## config.mk

```make
export PLATFORM = sky130hd
export DESIGN_NAME = tfl_loader
export DESIGN_NICKNAME = d
export VERILOG_FILES = /design/src/rtl/tfl_pkg.sv /design/src/rtl/tfl_tag_regs.sv /design/src/rtl/tfl_len_counter.sv /design/src/rtl/tfl_push_stage.sv /design/src/rtl/tfl_loader.sv
export SDC_FILE = /design/constraint.sdc
export NUM_CORES = 1
export LEC_CHECK = 0
export ABC_AREA = 1
export ABC_CLOCK_PERIOD_IN_PS = 1950
export CORE_ASPECT_RATIO = 0.5
export CORE_UTILIZATION = 52
export DETAILED_ROUTE_END_ITERATION = 16
export PLACE_DENSITY_LB_ADDON = 0.08
export RECOVER_POWER = 25
export SYNTH_ARGS = -nofsm -noshare
export SYNTH_HDL_FRONTEND = slang
export SYNTH_SLANG_ARGS = --single-unit
```

## constraint.sdc

```tcl
create_clock -name clk -period 1.95 [get_ports clk]
set_input_delay 0.39 -clock clk [delete_from_list [all_inputs] [get_ports clk]]
set_output_delay 0.39 -clock clk [all_outputs]
set_load 0.005 [all_outputs]
```

## src/rtl/tfl_pkg.sv

```systemverilog
package tfl_pkg;
  typedef enum logic {
    ADDR_CTRL  = 1'b0,
    ADDR_COUNT = 1'b1
  } reg_addr_e;

  localparam int CTL_EOP_BIT = 0;
  localparam int CTL_ABT_BIT = 1;
  localparam int CTL_RPT_BIT = 2;
  localparam int CTL_OVC_BIT = 3;

  typedef struct packed {
    logic abort;
    logic eop;
  } tag_t;
endpackage

```

## src/rtl/tfl_tag_regs.sv

```systemverilog
module tfl_tag_regs
  import tfl_pkg::*;
(
  input  logic clk,
  input  logic rst,
  input  logic ctl_we,
  input  logic ctl_eop,
  input  logic ctl_abt,
  input  logic ctl_rpt,
  input  logic accept,
  output tag_t man_tag,
  output logic rpt
);
  always_ff @(posedge clk) begin
    if (rst) begin
      man_tag <= '0;
      rpt     <= 1'b0;
    end else begin
      if (accept) begin
        man_tag <= '0;
      end
      if (ctl_we) begin
        man_tag.eop   <= ctl_eop;
        man_tag.abort <= ctl_abt;
        rpt           <= ctl_rpt;
      end
    end
  end
endmodule

```

## src/rtl/tfl_len_counter.sv

```systemverilog
module tfl_len_counter #(
  parameter int CNT_W = 16
) (
  input  logic             clk,
  input  logic             rst,
  input  logic             load,
  input  logic [CNT_W-1:0] load_val,
  input  logic             accept,
  input  logic             rpt,
  output logic             auto_eop
);
  localparam logic [CNT_W-1:0] CNT_ONE = CNT_W'(1);

  logic [CNT_W-1:0] len_q;
  logic [CNT_W-1:0] cnt_q;
  logic [CNT_W-1:0] cnt_step;

  assign auto_eop = (cnt_q == CNT_ONE);

  always_comb begin
    cnt_step = cnt_q;
    if (cnt_q == CNT_ONE) begin
      cnt_step = rpt ? len_q : '0;
    end else if (cnt_q != '0) begin
      cnt_step = cnt_q - CNT_ONE;
    end
  end

  always_ff @(posedge clk) begin
    if (rst) begin
      len_q <= '0;
      cnt_q <= '0;
    end else if (load) begin
      len_q <= load_val;
      cnt_q <= load_val;
    end else if (accept) begin
      cnt_q <= cnt_step;
    end
  end
endmodule

```

## src/rtl/tfl_push_stage.sv

```systemverilog
module tfl_push_stage
  import tfl_pkg::*;
#(
  parameter int DATA_W = 8,
  localparam int ENT_W = DATA_W + 2
) (
  input  logic              clk,
  input  logic              rst,
  input  logic              accept,
  input  logic [DATA_W-1:0] data,
  input  tag_t              tag,
  output logic              push_vld,
  output logic [ENT_W-1:0]  push_entry
);
  always_ff @(posedge clk) begin
    if (rst) begin
      push_vld   <= 1'b0;
      push_entry <= '0;
    end else begin
      push_vld   <= accept;
      push_entry <= accept ? {tag.abort, tag.eop, data} : '0;
    end
  end
endmodule

```

## src/rtl/tfl_loader.sv

```systemverilog
module tfl_loader
  import tfl_pkg::*;
#(
  parameter int DATA_W = 8,
  parameter int CNT_W  = 16,
  parameter int REG_W  = 16,
  localparam int ENT_W = DATA_W + 2
) (
  input  logic              clk,
  input  logic              rst,
  input  logic              reg_we,
  input  logic              reg_addr,
  input  logic [REG_W-1:0]  reg_wdata,
  input  logic              dat_we,
  input  logic [DATA_W-1:0] dat_byte,
  input  logic              fifo_full,
  output logic              push_vld,
  output logic [ENT_W-1:0]  push_entry,
  output logic              overflow
);
  logic accept;
  logic drop;
  logic ctl_we;
  logic cnt_we;
  logic rpt;
  logic auto_eop;
  tag_t man_tag;
  tag_t ent_tag;

  assign accept = dat_we & ~fifo_full;
  assign drop   = dat_we & fifo_full;
  assign ctl_we = reg_we & (reg_addr == ADDR_CTRL);
  assign cnt_we = reg_we & (reg_addr == ADDR_COUNT);

  tfl_tag_regs u_tags (
    .clk     (clk),
    .rst     (rst),
    .ctl_we  (ctl_we),
    .ctl_eop (reg_wdata[CTL_EOP_BIT]),
    .ctl_abt (reg_wdata[CTL_ABT_BIT]),
    .ctl_rpt (reg_wdata[CTL_RPT_BIT]),
    .accept  (accept),
    .man_tag (man_tag),
    .rpt     (rpt)
  );

  tfl_len_counter #(.CNT_W(CNT_W)) u_cnt (
    .clk      (clk),
    .rst      (rst),
    .load     (cnt_we),
    .load_val (reg_wdata[CNT_W-1:0]),
    .accept   (accept),
    .rpt      (rpt),
    .auto_eop (auto_eop)
  );

  always_comb begin
    ent_tag.abort = man_tag.abort;
    ent_tag.eop   = man_tag.eop | auto_eop;
  end

  tfl_push_stage #(.DATA_W(DATA_W)) u_push (
    .clk        (clk),
    .rst        (rst),
    .accept     (accept),
    .data       (dat_byte),
    .tag        (ent_tag),
    .push_vld   (push_vld),
    .push_entry (push_entry)
  );

  always_ff @(posedge clk) begin
    if (rst) begin
      overflow <= 1'b0;
    end else if (drop) begin
      overflow <= 1'b1;
    end else if (ctl_we && reg_wdata[CTL_OVC_BIT]) begin
      overflow <= 1'b0;
    end
  end
endmodule

```

==> reports/qor.yml <==
status: "finished clean"
finalSetupTns_ns: 0
syn_area_per_cell_um2: 6.932
power_frac_comb_pct: 24.0
drv_slew: 0
clk_latency_ns: 0.30
drive_gt1_share_pct: 10.21
synth_commonest_cells: "nand2_1, nor2_1, dfxtp_1, inv_1, a21oi_1"
instances_no_fill: 436
synth_cell_types: 28
first_iter_violations: 77
fillers: 337
worstPathRequired_ns: 2.15
ctsHoldBuffers: 0
grt_max_degree: 27
clkSinkCount: 47
syn_area_um2: 2322
utilization_pct: 72.43
worst_pin_slew_ns: 0.3164
final_hold_viol_count: 0
yosysSeqAreaShare_pct: 40.52
setup_ws_ns: 0.2792
drc: 0
grt_pass1_vias: 2048
die_x_um: 96.51
firstDrtPassIters: 4
async_reset_ff_share_pct: 0
ys_top_cells_by_area: "dfxtp_1, nand2_1, nor2_1, inv_1, a21oi_1"
grtUsageTotal_pct: 24.45
timing.fmax_mhz: 598.5
diodes: 0
drtAntennaViolNets: 0
htreeDepth: 2
cts_resized: 0
num_rows: 16
p_leak_uw: 0.001302
ios: 42
initial_utilization_pct: 56.86
synth-edff-count: 0
wl_per_cell_um: 12.35
via_count: 2218
crit_path_end_kind: "register"
netSwitchingPower_uw: 707.6
syn-num-nets: 368
synth_most_common_cell: "nand2_1"
yosysTopAreaCell: "dfxtp_1"
synth-main-ff-cell: "dfxtp_1"
maxCapViolations: 0
p_sw_share_pct: 30.02
preCtsSetupSlack_ns: 0.04248
dp.cells: 428
synthCells: 335
p_seq_share_pct: 45.4
slew_headroom_pct: 78.88
clkPwrFrac_pct: 30.6
synth-seq-cells: 47
die_y_um: 49.26
wl_um: 5384
synth_top_area_share_pct: 40.52
port_buffers: 41
place_hpwl_um: 4158
cts_tree: "done"
cts_buffers: 5
yosysWarnings: 0
p_int_uw: 1650
path_class: "reg2reg"
rsz0062_at_grt: "no"
cts.clk_slew.worst_paths_ns: 0.09
post_drt_via_cell_ratio: 5.087
post-route-period-util_pct: 85.68
clock_path_buffers: 2
post_cts_buffers: 0
gp_congestion: 0.9119
setup_viol: 0
cp.arrival_ns: 1.87
core_um2: 4084
antenna_found_initial: 0
dieArea_um2: 4753
clock_skew_ns: 0.004603
clockRootBuffer: "clkbuf_8"
globalRouteOverflowTotal: 0
start_kind: "register"
nNetsFinal: 414
power_density_nw_per_um2: 797.0
grt_pass1_wl_um: 8990
min_path_type: "reg2reg"
synthToLayoutAreaGrowth_pct: 27.37
min_period_ns: 1.671
ir_drop_uv: 518.6
path_max_fanout: 9
-- power by group through the flow --
stage | Clock [uW] | Combinational, uW | Sequential [uW]
3_5_place_dp | 0 | 563 | 1090
5_1_grt | 761 | 640 | 1080
2_1_floorplan | 0 | 393 | 1080
6_report | 721 | 566 | 1070
4_1_cts | 730 | 567 | 1070
3_3_place_gp | 0 | 554 | 1090
-- state kept, by name (all words and copies together) (netlist names) --
| signal | cells |
|---|---|
| u_tags.rpt | 1 |
| u_tags.man_tag | 2 |
| u_cnt.len_q | 16 |
| u_push.push_entry | 10 |
| overflow | 1 |
| u_push.push_vld | 1 |
| u_cnt.cnt_q | 16 |
-- cell usage in the layout, fill, tap and decap left out --
master	instances
buf_12	3
o21ai_0	18
clkinv_4	1
clkbuf_8	5
clkinv_1	1
bufinv_16	1
o211ai_2	5
nand3_2	2
o21ai_1	3
clkdlybuf4s50_1	36
nand4_1	3
inv_1	44
xor2_1	3
nand2_1	65
nor3b_1	1
clkinv_2	1
dfxtp_1	47
nand2_2	5
o22ai_1	3
ha_1	3
nand3_1	20
a21oi_1	26
inv_2	2
dlygate4sd3_1	5
nor2_2	5
buf_4	5
nor2_4	4
xnor2_1	3
a31oi_1	2
and3_1	2
nor2_1	54
nor3_1	4
-- final timing paths --
| path | endpoint | start | slack, ns | cells after the start |
|---|---|---|---|---|
| max | u_cnt.cnt_q[15] | u_cnt.cnt_q[12] | 0.28 | 10 |
| min | u_push.push_entry[9] | u_tags.man_tag[1] | 0.43 | 2 |
| max reg2reg | u_cnt.cnt_q[15] | u_cnt.cnt_q[12] | 0.28 | 10 |
| min reg2reg | u_push.push_entry[9] | u_tags.man_tag[1] | 0.43 | 2 |
-- area by class of cell --
type	instances	area (um^2)	share of cell area, %
clock inverters	3	43.79	1.481
repair buffers	49	508.0	17.17
clock buffers	5	68.82	2.327
flip-flops and latches	47	940.9	31.81
inverters	47	176.4	5.964
well taps	54	67.56	2.284
multi-input cells	231	1152	38.96
-- worst max-delay path, stage by stage (launching register included) --
cell	delay, ns
dfxtp_1	0.35
nor2_1	0.17
nand2_1	0.13
nor2_4	0.15
nand3_2	0.17
nand2_2	0.23
inv_2	0.08
nand2_1	0.07
nor2_1	0.04
o21ai_1	0.13
inv_1	0.05
-- routing by layer --
layer	routed length, um	GRT usage [%]
met1	2688	33.08
met2	2245	40.49
met3	410	5.607
met4	39	3.676
met5	0	0
-- per-stage QoR --
step	cell area [um^2]	hold slack, ns	total power, uW
floorplan	2322	0.4085	1473
global placement	2845	0.4199	1643
detailed placement	2845	0.4205	1654
CTS	2958	0.4351	2366
global route	2958	0.4468	2477
finish	2958	0.4349	2357
-- cell families after synthesis --
group / after synthesis / share of synthesized area, %
AND/OR/NAND/NOR: 165 / 31.57
AO/OA/AOI/OAI: 57 / 14.17
buffers and inverters: 57 / 9.860
flip-flops: 47 / 40.52
XOR/XNOR: 6 / 2.263
adder cells (fa/ha/maj): 3 / 1.617
Note: power is estimated with default switching activity, not from simulation.
